<file path="src/rtl/ddr2_init_pkg.sv">
package ddr2_init_pkg;

  // {ras_n, cas_n, we_n}
  typedef enum logic [2:0] {
    CMD_LMR = 3'b000,
    CMD_REF = 3'b001,
    CMD_PRE = 3'b010,
    CMD_ACT = 3'b011,
    CMD_WR  = 3'b100,
    CMD_RD  = 3'b101,
    CMD_NOP = 3'b111
  } cmd_e;

  typedef enum logic [3:0] {
    ST_PWRUP,
    ST_CKE,
    ST_PREA0,
    ST_EMR2,
    ST_EMR3,
    ST_EMR1_DLL,
    ST_MR_DLLRST,
    ST_PREA1,
    ST_REF0,
    ST_REF1,
    ST_MR_RUN,
    ST_EMR1_OCD,
    ST_EMR1_EXIT,
    ST_DONE,
    ST_READY
  } step_e;

  function automatic int unsigned max_u(int unsigned a, int unsigned b);
    return (a > b) ? a : b;
  endfunction

  function automatic int unsigned ns_to_cyc(int unsigned ns, int unsigned clk_ps);
    return max_u(1, (ns * 1000 + clk_ps - 1) / clk_ps);
  endfunction

  function automatic logic [15:0] mr_word(int unsigned bl, int unsigned bt,
                                          int unsigned cl, int unsigned wr,
                                          logic dll_rst);
    logic [15:0] w;
    int unsigned wm1;
    w       = '0;
    w[2:0]  = (bl == 8) ? 3'b011 : 3'b010;
    w[3]    = bt[0];
    w[6:4]  = cl[2:0];
    w[8]    = dll_rst;
    wm1     = wr - 1;
    w[11:9] = wm1[2:0];
    return w;
  endfunction

  function automatic logic [15:0] emr1_word(int unsigned al, logic [2:0] ocd);
    logic [15:0] w;
    w      = '0;
    w[0]   = 1'b0;  // DLL enabled
    w[5:3] = al[2:0];
    w[9:7] = ocd;
    return w;
  endfunction

endpackage

</file>
<file path="src/rtl/ddr2_init_gap_timer.sv">
module ddr2_init_gap_timer #(
  parameter int unsigned      CNT_W   = 8,
  parameter logic [CNT_W-1:0] RST_VAL = '0
) (
  input  logic             clk_i,
  input  logic             rst_ni,
  input  logic             load_i,
  input  logic [CNT_W-1:0] load_val_i,
  output logic             expired_o
);

  logic [CNT_W-1:0] cnt_q;

  always_ff @(posedge clk_i or negedge rst_ni) begin
    if (!rst_ni)            cnt_q <= RST_VAL;
    else if (load_i)        cnt_q <= load_val_i;
    else if (cnt_q != '0)   cnt_q <= cnt_q - 1'b1;
  end

  assign expired_o = (cnt_q == '0);

endmodule

</file>
<file path="src/rtl/ddr2_init_step_table.sv">
module ddr2_init_step_table
  import ddr2_init_pkg::*;
#(
  parameter int unsigned ADDR_W     = 13,
  parameter int unsigned BA_W       = 2,
  parameter int unsigned CNT_W      = 8,
  parameter int unsigned BURST_LEN  = 4,
  parameter int unsigned BURST_TYPE = 0,
  parameter int unsigned CAS_LAT    = 4,
  parameter int unsigned WR_REC     = 4,
  parameter int unsigned ADD_LAT    = 0,
  parameter int unsigned GAP_PWRUP  = 2,
  parameter int unsigned GAP_CKE    = 2,
  parameter int unsigned GAP_RP     = 2,
  parameter int unsigned GAP_RFC    = 2,
  parameter int unsigned GAP_MRD    = 2,
  parameter int unsigned GAP_DLL    = 2
) (
  input  step_e             step_i,
  output cmd_e              cmd_o,
  output logic              cke_o,
  output logic [BA_W-1:0]   ba_o,
  output logic [ADDR_W-1:0] addr_o,
  output logic [CNT_W-1:0]  gap_m1_o
);

  localparam logic [15:0] MR_DLLRST = mr_word(BURST_LEN, BURST_TYPE, CAS_LAT, WR_REC, 1'b1);
  localparam logic [15:0] MR_RUN    = mr_word(BURST_LEN, BURST_TYPE, CAS_LAT, WR_REC, 1'b0);
  localparam logic [15:0] EMR1_BASE = emr1_word(ADD_LAT, 3'b000);
  localparam logic [15:0] EMR1_OCD  = emr1_word(ADD_LAT, 3'b111);

  int unsigned gap;

  always_comb begin
    cmd_o  = CMD_NOP;
    cke_o  = 1'b1;
    ba_o   = '0;
    addr_o = '0;
    gap    = GAP_MRD;
    unique case (step_i)
      ST_PWRUP: begin
        cke_o = 1'b0;
        gap   = GAP_PWRUP;
      end
      ST_CKE: gap = GAP_CKE;
      ST_PREA0, ST_PREA1: begin
        cmd_o      = CMD_PRE;
        addr_o[10] = 1'b1;
        gap        = GAP_RP;
      end
      ST_EMR2: begin
        cmd_o = CMD_LMR;
        ba_o  = BA_W'(2);
      end
      ST_EMR3: begin
        cmd_o = CMD_LMR;
        ba_o  = BA_W'(3);
      end
      ST_EMR1_DLL, ST_EMR1_EXIT: begin
        cmd_o  = CMD_LMR;
        ba_o   = BA_W'(1);
        addr_o = EMR1_BASE[ADDR_W-1:0];
      end
      ST_EMR1_OCD: begin
        cmd_o  = CMD_LMR;
        ba_o   = BA_W'(1);
        addr_o = EMR1_OCD[ADDR_W-1:0];
      end
      ST_MR_DLLRST: begin
        cmd_o  = CMD_LMR;
        addr_o = MR_DLLRST[ADDR_W-1:0];
        gap    = GAP_DLL;
      end
      ST_MR_RUN: begin
        cmd_o  = CMD_LMR;
        addr_o = MR_RUN[ADDR_W-1:0];
      end
      ST_REF0, ST_REF1: begin
        cmd_o = CMD_REF;
        gap   = GAP_RFC;
      end
      default: ;
    endcase
    gap_m1_o = CNT_W'(gap - 1);
  end

endmodule

</file>
<file path="src/rtl/ddr2_init_cmd_drv.sv">
module ddr2_init_cmd_drv
  import ddr2_init_pkg::*;
#(
  parameter int unsigned ADDR_W = 13,
  parameter int unsigned BA_W   = 2
) (
  input  logic              clk_i,
  input  logic              rst_ni,
  input  logic              load_i,
  input  cmd_e              cmd_i,
  input  logic              cke_i,
  input  logic [BA_W-1:0]   ba_i,
  input  logic [ADDR_W-1:0] addr_i,
  output cmd_e              cmd_o,
  output logic              cke_o,
  output logic [BA_W-1:0]   ba_o,
  output logic [ADDR_W-1:0] addr_o
);

  always_ff @(posedge clk_i or negedge rst_ni) begin
    if (!rst_ni) begin
      cmd_o  <= CMD_NOP;
      cke_o  <= 1'b0;
      ba_o   <= '0;
      addr_o <= '0;
    end else if (load_i) begin
      cmd_o  <= cmd_i;
      cke_o  <= cke_i;
      ba_o   <= ba_i;
      addr_o <= addr_i;
    end else begin
      // one-cycle command, NOP otherwise
      cmd_o  <= CMD_NOP;
      ba_o   <= '0;
      addr_o <= '0;
    end
  end

endmodule

</file>
<file path="src/rtl/ddr2_pwrup_seq.sv">
module ddr2_pwrup_seq
  import ddr2_init_pkg::*;
#(
  parameter int unsigned ADDR_W        = 13,
  parameter int unsigned BA_W          = 2,
  parameter int unsigned CLK_PERIOD_PS = 2500,
  parameter int unsigned T_PWRUP_NS    = 200000,
  parameter int unsigned T_CKE_NS      = 400,
  parameter int unsigned T_RP_NS       = 15,
  parameter int unsigned T_RFC_NS      = 128,
  parameter int unsigned T_MRD_CYC     = 2,
  parameter int unsigned DLL_LOCK_CYC  = 200,
  parameter int unsigned BURST_LEN     = 4,
  parameter int unsigned BURST_TYPE    = 0,
  parameter int unsigned CAS_LAT       = 4,
  parameter int unsigned WR_REC        = 4,
  parameter int unsigned ADD_LAT       = 0
) (
  input  logic              clk_i,
  input  logic              rst_ni,
  input  logic              cal_done_i,
  output logic              cke_o,
  output logic              ras_n_o,
  output logic              cas_n_o,
  output logic              we_n_o,
  output logic [BA_W-1:0]   ba_o,
  output logic [ADDR_W-1:0] addr_o,
  output logic              init_done_o,
  output logic              cal_start_o,
  output logic              ready_o
);

  localparam int unsigned GAP_MRD   = T_MRD_CYC;
  localparam int unsigned GAP_PWRUP = max_u(GAP_MRD, ns_to_cyc(T_PWRUP_NS, CLK_PERIOD_PS));
  localparam int unsigned GAP_CKE   = max_u(GAP_MRD, ns_to_cyc(T_CKE_NS, CLK_PERIOD_PS));
  localparam int unsigned GAP_RP    = max_u(GAP_MRD, ns_to_cyc(T_RP_NS, CLK_PERIOD_PS));
  localparam int unsigned GAP_RFC   = max_u(GAP_MRD, ns_to_cyc(T_RFC_NS, CLK_PERIOD_PS));
  localparam int unsigned GAP_DLL   = max_u(GAP_MRD, DLL_LOCK_CYC);
  localparam int unsigned GAP_MAX   = max_u(max_u(GAP_PWRUP, GAP_CKE),
                                            max_u(max_u(GAP_RP, GAP_RFC), GAP_DLL));
  localparam int unsigned CNT_W     = $clog2(GAP_MAX + 1);
  localparam logic [CNT_W-1:0] PWRUP_M1 = CNT_W'(GAP_PWRUP - 1);

  step_e             step_q, step_d, nxt_step;
  logic              expired, advance;
  cmd_e              tbl_cmd, cmd_q;
  logic              tbl_cke;
  logic [BA_W-1:0]   tbl_ba;
  logic [ADDR_W-1:0] tbl_addr;
  logic [CNT_W-1:0]  tbl_gap_m1;

  assign nxt_step = step_e'(step_q + 4'd1);
  assign advance  = expired && (step_q < ST_DONE);

  always_comb begin
    step_d = step_q;
    if (advance)                                step_d = nxt_step;
    else if (step_q == ST_DONE && cal_done_i)   step_d = ST_READY;
  end

  always_ff @(posedge clk_i or negedge rst_ni) begin
    if (!rst_ni) step_q <= ST_PWRUP;
    else         step_q <= step_d;
  end

  ddr2_init_step_table #(
    .ADDR_W(ADDR_W), .BA_W(BA_W), .CNT_W(CNT_W),
    .BURST_LEN(BURST_LEN), .BURST_TYPE(BURST_TYPE), .CAS_LAT(CAS_LAT),
    .WR_REC(WR_REC), .ADD_LAT(ADD_LAT),
    .GAP_PWRUP(GAP_PWRUP), .GAP_CKE(GAP_CKE), .GAP_RP(GAP_RP),
    .GAP_RFC(GAP_RFC), .GAP_MRD(GAP_MRD), .GAP_DLL(GAP_DLL)
  ) i_table (
    .step_i   (nxt_step),
    .cmd_o    (tbl_cmd),
    .cke_o    (tbl_cke),
    .ba_o     (tbl_ba),
    .addr_o   (tbl_addr),
    .gap_m1_o (tbl_gap_m1)
  );

  ddr2_init_gap_timer #(
    .CNT_W(CNT_W), .RST_VAL(PWRUP_M1)
  ) i_timer (
    .clk_i      (clk_i),
    .rst_ni     (rst_ni),
    .load_i     (advance),
    .load_val_i (tbl_gap_m1),
    .expired_o  (expired)
  );

  ddr2_init_cmd_drv #(
    .ADDR_W(ADDR_W), .BA_W(BA_W)
  ) i_drv (
    .clk_i  (clk_i),
    .rst_ni (rst_ni),
    .load_i (advance),
    .cmd_i  (tbl_cmd),
    .cke_i  (tbl_cke),
    .ba_i   (tbl_ba),
    .addr_i (tbl_addr),
    .cmd_o  (cmd_q),
    .cke_o  (cke_o),
    .ba_o   (ba_o),
    .addr_o (addr_o)
  );

  assign {ras_n_o, cas_n_o, we_n_o} = cmd_q;
  assign init_done_o = (step_q == ST_DONE) || (step_q == ST_READY);
  assign cal_start_o = (step_q == ST_DONE);
  assign ready_o     = (step_q == ST_READY);

endmodule

</file>
<file path="config.mk">
export PLATFORM = sky130hd
export DESIGN_NAME = ddr2_pwrup_seq
export DESIGN_NICKNAME = d
export VERILOG_FILES = /design/src/rtl/ddr2_init_pkg.sv /design/src/rtl/ddr2_init_gap_timer.sv /design/src/rtl/ddr2_init_step_table.sv /design/src/rtl/ddr2_init_cmd_drv.sv /design/src/rtl/ddr2_pwrup_seq.sv
export SDC_FILE = /design/constraint.sdc
export NUM_CORES = 1
export LEC_CHECK = 0
export CAP_MARGIN = 5
export CORE_MARGIN = 2
export CORE_UTILIZATION = 45
export DETAILED_ROUTE_END_ITERATION = 12
export MAX_ROUTING_LAYER = met4
export PLACE_DENSITY = 0.72
export SYNTH_ARGS = -nofsm -noshare
export SYNTH_HDL_FRONTEND = slang
export SYNTH_SLANG_ARGS = --single-unit
</file>
<file path="constraint.sdc">
create_clock -name clk_i -period 4.7 [get_ports clk_i]
set_input_delay 0.47 -clock clk_i [delete_from_list [all_inputs] [get_ports clk_i]]
set_output_delay 0.47 -clock clk_i [all_outputs]
set_load 0.1 [all_outputs]
</file>
Yosys cells after proc, flatten, opt, wreduce, memory -nomap -nowiden
Index checks and enable logic that the tools add are counted.

Bits in registers: 38. Latch bits: 0. RAM bits: 0. Bits in read-only memories: 0. Bits of input ports: 3. Word-level logic and storage cells: 50. Memories kept: 0.

$add $sub $neg: 3. $mul: 0. Div/mod/pow operators: 0. Magnitude comparators: 1. Equality and inequality tests: 14. Shifts and indexed selects: 0. Multiplexer cells: 13. Bitwise operators: 0. Reduce and logical (&&, ||, !) cells: 13.

Operators by type and width (count): 17-bit case mux with 5 select lines (1); 17-bit 2-to-1 mux (2); 17-bit by 1-bit subtractor with 17-bit output, second input constant (2); 10-bit case mux with 3 select lines (1); 4-bit == test, second input constant (7); 17-bit zero test (1); 17-bit nonzero test (1); 4-bit by 3-bit == test with 1-bit output, second input constant (4); 11-bit 2-to-1 mux (1); 3-bit case mux with 3 select lines (1); 4-bit by 2-bit == test with 1-bit output, second input constant (2); 4-bit 2-to-1 mux (2); 7-bit OR reduction (1); 2-bit case mux with 3 select lines (1); 4-bit by 1-bit adder with 4-bit output, second input constant (1); 4-bit by 1-bit == test with 1-bit output, second input constant (1); 4-bit zero test (1); 4-bit < comparator, second input constant (1); 2-bit nonzero test (2); 2-bit OR reduction (2); 4-bit OR reduction (1); 3-bit 2-to-1 mux (1); 3-bit OR reduction (1); 1-bit logical AND (2); other kinds (3) (4).

Logic depth before layout (Yosys ltp)
Gate-level depths: netlist of the first run.

Word-level depth: 6. Mapped depth: 13. Depth with buffers taken out: 11.

By module
Synthesis of the first run repeated with hierarchy kept, for this count alone.

Cells, all modules: 254. Area, all modules: 2442.3 um^2.

Modules (own cells, without submodules): ddr2_init_gap_timer (instances 1, cells an instance 109, area an instance 1047.3 um^2, sequential area each 439.2 um^2); ddr2_init_cmd_drv (instances 1, cells an instance 39, area an instance 611.8 um^2, sequential area each 479.2 um^2); ddr2_init_step_table (instances 1, cells an instance 76, area an instance 485.5 um^2, sequential area each 0.0 um^2); ddr2_pwrup_seq (instances 1, cells an instance 30, area an instance 297.8 um^2, sequential area each 100.1 um^2).

Least setup slack after synthesis of the first run
Ideal clock, no wire load.

Path kind: register to output. Start point: reg step_q[1]. End point: out init_done_o. Data arrival time: 2.370 ns. Required time: 4.230 ns. Path slack: 1.860 ns. Stages on the path, launching flop included: 6. Buffers on the path: 1. Cells stage by stage: dfrtp_1 > inv_1 > ha_1 > clkbuf_1 > and3_1 > or2_2.

Cells in the longest elaborated chain, start to end: 2.

RTL lines: start: declaration (line ddr2_pwrup_seq.sv:44) `step_e step_q, step_d, nxt_step;`; start signal: assignment (line ddr2_pwrup_seq.sv:63) `else step_q <= step_d;`; 4-bit == test; net cal_start_o (line ddr2_pwrup_seq.sv:29) `output logic cal_start_o,`; 1-bit logical OR (line ddr2_pwrup_seq.sv:108) `assign init_done_o = (step_q == ST_DONE) || (step_q == ST_READY);`; end: declaration (line ddr2_pwrup_seq.sv:28) `output logic init_done_o,`.

The timed path passes the listed nets, and every way through them passes these cells.

Final worst setup path of the first run
Start point: reg step_q[1]. End point: out init_done_o.

Cells in the longest elaborated chain, start to end: 2.

RTL lines (line): 4-bit == test (ddr2_pwrup_seq.sv:108); 1-bit logical OR (*) (ddr2_pwrup_seq.sv:108).

Every way passes the cells marked *; elsewhere a longest branch is shown, timed or not.

==> impl_results.md, run 1 <==
* Fmax at between 300 and 400 MHz
* Critical path data arrival time at approximately 2.7 ns
* DP HPWL at 2896 um
* Status: complete, no violations
* Post CTS Setup Buffer Count at 0
* Initial Util at 46.56%
* H-tree depth at 2
* Total Routed Length at around 4000 um
* Clock sinks at 32
* Nets at roughly 230
* Slew Viols, Final at 0
* Drt drc at 0
* Number of flops mapped to enable cells by yosys at 0
* Die X at 70.89 um
* Most common cell in the netlist: nor2_1
* RSZ-0062 raised after global routing: no
* Sequential area share after synthesis at between 40% and 50%
* Leak pwr at between 1 and 1.5 nW
* Hold Crit Class: flip-flop to flip-flop
* Yosys warnings at 0
* Diodes inserted at 0
* Synth Instances at 210
* Avg Cell Area, Syn at 9.587 um2
* Drt wl/cell at 14.63 um
* Starting DRT DRC Count at 80
* Number of global-route vias before repair at around 1.5k
* Setup WS post-layout at 1.498 ns
* Post-CTS sizing at 0
* Global-route usage over all layers at roughly 18%
* Global route overflow at 0
* Seq pwr share at 46.4%
* Power per Cell Area at about 260 nW/um2
* Top-area cell type share of the netlist area at between 20% and 30%
* Worst setup path endpoint: init_done_o
* R2R Path End: i_timer.cnt_q[12]$_DFFE_PN1P_
* Final hold viol count at 0
* Top cells by count, synth: nor2_1, dfrtp_1, a21oi_1
* Crit-path max FO at 12
* Top cells by area, synth: dfrtp_1, dfstp_2, nor2_1
* Maximum VDD drop at roughly 110 uV
* Hold buffers post-CTS at 0
* Clock power frac at about half
* CTS tree: built
* Share of layout cells above drive strength 1 at between 10% and 20%
* Required time worst endpoint at ~4.2 ns
* Logic pwr share at under 10%
* First-pass GRT wire length at ~7000 um
* Yosys cell types at 53
* DR vias at about 1.5k
* Total core area at around 4300 um2
* Slew headroom at around a third
* Crit. Startpoint: step_q[1]$_DFFE_PN0P_
* TNS Setup at 0 ns
* Post-synth top area cell: dfrtp_1
* Maxcap violations at 0
* Ports at 25
* Async SR Flop Fraction at 100.0%
* Via/cell ratio at between 5 and 6
* Setup violators final at 0
* Measured slew at the worst slew-check pin at 0.9854 ns
* Critical path class: flip-flop to output port
* Mapped cell area at just over 2000 um2
* Clock Tree Buf Depth at 2
* Layout area overhead at 13.80%
* Reg2Reg Depth at 9
* Antenna violations before repair at 0
* Die area at between 5000 and 6000 um2
* Critical Path End Type: output port
* Pre-CTS setup slack at ~1.8 ns
* Hold Slack at around 0.51 ns
* # rows at 24
* Post-DRT Antenna Nets at 0
* Placed cells at 270
* Worst-path clk slew at ~0.06 ns
* Post-layout instance count excluding filler cells at about 280
* Post-layout util at a little over half
* Psw at 0.1298 mW
* Int Power at roughly 0.46 mW
* First drt pass iteration count at 4
* Synth Flop Type: dfrtp_1
* Global placer's final weighted congestion at about 0.92
* Cts bufs inserted at 5
* #FFs+latches synth at 32
* Clock Skew at approximately 0.0071 ns
* Final period utilization at roughly two thirds
* Die Ht at 70.89 um
* CP startpoint kind: flip-flop
* Switching share of power at a little over a fifth
* Skew-Pair Late Insertion Delay at 0.29 ns
* Port bufs at 17
* Pin count of the biggest net entering global routing at 33
* Register-to-register setup slack at about 1.8 ns
* Reg2reg start: step_q[2]$_DFFE_PN0P_
* Tmin final at roughly 3.2 ns
* Root Driver: clkbuf_8
==> routing by layer <==
metal | up-vias | part of all wire [%] | GRT usage, %
li1 | 758 | - | -
met1 | 739 | 47 | 23.86
met2 | 41 | 46 | 27.00
met3 | 8 | 4.6 | 4.416
met4 | 0 | 2.0 | 6.289
met5 | - | 0 | -
==> per-stage QoR <==
step                      area [um2]  total power [mW]
after global placement          2165            0.3124
final                           2291            0.5948
after detailed placement        2165            0.3126
after floorplan                 2036            0.3095
after CTS                       2291            0.6016
after global routing            2291            0.6137
==> kinds of logic (layout without fill, tap and decap cells) <==
kind of cell               Yosys count  in the layout  share of synthesized area [%]
buffers and inverters               23             33                          7.147
AOI/OAI and AO/OA                   43             43                          13.67
other                                1              7                         0.1863
and+or+nand+nor                     85             85                          24.43
xor gates and xnor gates            14             14                          7.209
adders and majority gates            6              6                          3.729
muxes                                6              6                          2.983
DFF                                 32             32                          40.65
==> power groups by stage <==
stage                     Sequential (mW)  Combinational [mW]  Clock (mW)
after floorplan                     0.281              0.0287           0
after global placement              0.281              0.0317           0
after detailed placement            0.281              0.0319           0
after CTS                           0.276              0.0319       0.294
after global routing                0.276              0.0331       0.305
final                               0.276              0.0315       0.287
==> sequential cells by signal, indices dropped and copies added (netlist names) <==
name,flops
i_drv.ba_o,2
i_drv.cmd_o,3
i_timer.cnt_q,17
i_drv.cke_o,1
step_q,4
i_drv.addr_o,5
==> worst min-delay path by stage <==
stage                                  startpoint                       endpoint  slack (ns)  cells after the start
global placement    i_timer.cnt_q[10]$_DFFE_PN0P_  i_timer.cnt_q[10]$_DFFE_PN0P_        0.50                      1
detailed placement        i_drv.cke_o$_DFFE_PN0N_        i_drv.cke_o$_DFFE_PN0N_        0.49                      2
global route              i_drv.cke_o$_DFFE_PN0N_        i_drv.cke_o$_DFFE_PN0N_        0.53                      2
floorplan                                  rst_ni     i_drv.addr_o[10]$_DFF_PN0_        0.17                      0
finish                    i_drv.cke_o$_DFFE_PN0N_        i_drv.cke_o$_DFFE_PN0N_        0.51                      2
CTS                       i_drv.cke_o$_DFFE_PN0N_        i_drv.cke_o$_DFFE_PN0N_        0.51                      2
==> cell usage in the layout, fill, tap and decap left out, drive strengths merged, types with 3 or more instances in the layout <==
cell type and instances:
nor2 24, nor3 19, dfrtp 18, clkdlybuf4s50 17, a21oi 16, nand2 14
dfstp 14, xor2 8, conb 7, clkbuf 7, nor4 7, o21ai 7
inv 6, mux2i 6, ha 6, xnor2 6, nand3 5, and3 4
a31oi 3, o2111ai 3, nand3b 3
==> area by class of cell <==
type | instances | area [um2]
sequential | 32 | 818.3
tap | 52 | 65.06
clock buffer | 7 | 96.34
clock inverter | 1 | 30.03
multi-input combinational | 161 | 1074
inverter | 6 | 22.52
fill | 398 | 2033
timing repair buffer | 19 | 185.2
==> worst max-delay path, stage by stage, from the launching register on <==
cell             delay [ns]
dfrtp_1                0.44
inv_1                  0.11
ha_1                   0.38
and3_1                 0.27
or2_2                  0.13
clkdlybuf4s50_1        1.12
Note: power is estimated with default switching activity, not from simulation.
==> run 2, diff against run 1 <==
--- a/config.mk
+++ b/config.mk
@@ -10,7 +10,7 @@
 export CORE_UTILIZATION = 45
 export DETAILED_ROUTE_END_ITERATION = 12
 export MAX_ROUTING_LAYER = met4
-export PLACE_DENSITY = 0.72
+export PLACE_DENSITY = 0.74
 export SYNTH_ARGS = -nofsm -noshare
 export SYNTH_HDL_FRONTEND = slang
 export SYNTH_SLANG_ARGS = --single-unit
==> constraint.sdc (replaced) <==
create_clock -name clk_i -period 2.9 [get_ports clk_i]
set_input_delay 0.29 -clock clk_i [delete_from_list [all_inputs] [get_ports clk_i]]
set_output_delay 0.29 -clock clk_i [all_outputs]
set_load 0.1 [all_outputs]
==> run 2 against run 1 <==
Sequential cell count did not move. Highest routed layer unchanged. Non-clock buffer count rose by 4. Clock power rose by 28%. Final cell count rose by 1.1%. Sequential share of layout area rose by 0.37 points.
==> impl_results.md, run 2 (synthesized netlist as in run 1, its figures left out) <==
* Status: complete, no violations
* Clock sinks at 32
* Initial Util at 46.56%
* Max FFs per register at 17
* Total Routed Length at 4161 um
* Final hold viol count at 0
* Hold Slack at a little under 0.4 ns
* Worst-path clk slew at roughly 0.07 ns
* Crit-path max FO at 9
* CP startpoint kind: flip-flop
* Fmax at 371.5 MHz
* Total Power at between 0.8 and 0.9 mW
* Number of global-route vias before repair at ~1.5k
* Cts bufs inserted at 5
* Biggest regs: i_timer.cnt_q: 17 flops, i_drv.addr_o: 5 flops, step_q: 4 flops
* Slew headroom at between 50% and 60%
* Diodes inserted at 0
* First drt pass iteration count at 4
* Slew Viols, Final at 0
* Placed Area at 2157 um2
* Nets at between 200 and 250
* Tmin final at around 2.7 ns
* Drt drc at 0
* DR vias at between 1.5k and 2k
* Post-layout instance count excluding filler cells at 281
* Hold buffers post-CTS at 0
* First-pass GRT wire length at between 6000 and 7000 um
* Met1 WL at about 1900 um
* Area occupied by multi-input gates at approximately 1100 um2
* Drt wl/cell at about 15 um
* Share of layout cells above drive strength 1 at about a quarter
* Sequential Area at between 800 and 900 um2
* Starting DRT DRC Count at 105
* Die area at 5025 um2
* Slowest-stage cell, CP: dfrtp_1
* Pin count of the biggest net entering global routing at 33
* Leak pwr at around 1.1 nW
* Layout area overhead at 12.62%
* Root Driver: clkbuf_8
* Fin area at 2267 um2
* Reg2Reg Depth at 9
* Critical path data arrival time at around 2.9 ns
* Pre-CTS setup slack at around 0.19 ns
* Global route overflow at 0
* Critical-path cell list: and3_2 > xnor2_2 > a31oi_1 > a21oi_1 > ha_1 > nand3_1 > a21o_1 > nor4_1 > xor2_1
* Required time worst endpoint at 3.11 ns
* Maxcap violations at 0
* # rows at 24
* Reg2reg start: step_q[2]$_DFFE_PN0P_
* Die X at about 70 um
* Critical Path End Type: flip-flop
* Die Ht at 70.89 um
* Measured slew at the worst slew-check pin at between 0.6 and 0.7 ns
* Register-to-register setup slack at a little over 0.2 ns
* Antenna violations before repair at 0
* Most frequent cells in the layout: nor2_1, buf_4, dfrtp_1
* Global-route usage over all layers at ~18%
* Crit. Startpoint: step_q[2]$_DFFE_PN0P_
* Clock Skew at between 0.007 and 0.008 ns
* Power per Cell Area at 382.3 nW/um2
* RSZ-0062 raised after global routing: no
* Total core area at about 4300 um2
* Max layer used: met4
* Hold Crit Class: input pin to asynchronous set/reset pin
* Ports at 25
* TNS Setup at 0 ns
* Post CTS Setup Buffer Count at 0
* Setup WS post-layout at roughly 0.21 ns
* H-tree depth at 2
* Final period utilization at between 90% and 100%
* DP HPWL at roughly 3000 um
* R2R Path End: i_timer.cnt_q[10]$_DFFE_PN0P_
* Post-CTS sizing at 0
* Met2 Wirelength at slightly below 2000 um
* Maximum VDD drop at between 150 and 200 uV
* Placed cells at around 270
* Peak per-stage delay on the critical path at approximately 0.55 ns
* CTS tree: built
* Global placer's final weighted congestion at roughly 0.94
* Post-DRT Antenna Nets at 0
* Skew-Pair Late Insertion Delay at 0.29 ns
* FILL cells at around 430
* DR WL met3 at between 200 and 250 um
* Port bufs at 17
* Commonest non-fill, non-tap cell in the layout: nor2_1
* Clock Tree Buf Depth at 2
* Critical path class: flip-flop to flip-flop
* Post-layout util at 52.43%
* Top reg by flops: i_timer.cnt_q
* Setup violators final at 0
* Via/cell ratio at about 5.7
## run 2: cell type report
class | instances | share of cell area (%)
Multi-Input combinational cell | 161 | 47.96
Sequential cell | 32 | 36.09
Timing Repair Buffer | 23 | 7.837
Clock buffer | 7 | 4.249
Tap cell | 52 | 2.870
Inverter | 6 | 0.9934
## run 2: where the power goes
group	switching (mW)	internal (mW)	total [mW]
registers	0	0.448	0.448
logic	0.0477	0.00327	0.0509
clock network	0.157	0.211	0.368
## run 2: per-layer routing
metal	GRT usage, %	vias up
met5	-	-
met4	8.805	0
met3	3.704	12
met2	27.21	60
met1	23.56	761
li1	-	771
## run 2: worst max path at each step
stage | end | slack [ns] | depth (start not counted)
after floorplan | init_done_o | 0.24 | 5
after global placement | i_timer.cnt_q[10]$_DFFE_PN0P_ | 0.30 | 11
after detailed placement | i_timer.cnt_q[10]$_DFFE_PN0P_ | 0.19 | 11
after CTS | i_timer.cnt_q[10]$_DFFE_PN0P_ | 0.13 | 11
after global routing | i_timer.cnt_q[10]$_DFFE_PN0P_ | 0.05 | 10
final | i_timer.cnt_q[10]$_DFFE_PN0P_ | 0.21 | 9
## run 2: critical path, delay by kind of cell, from the launching register on
kind	cells	cell delay, ns
simple gates	3	0.64
flops	1	0.55
compound gates	3	0.55
fa+ha+maj	1	0.26
xor+xnor	2	0.60
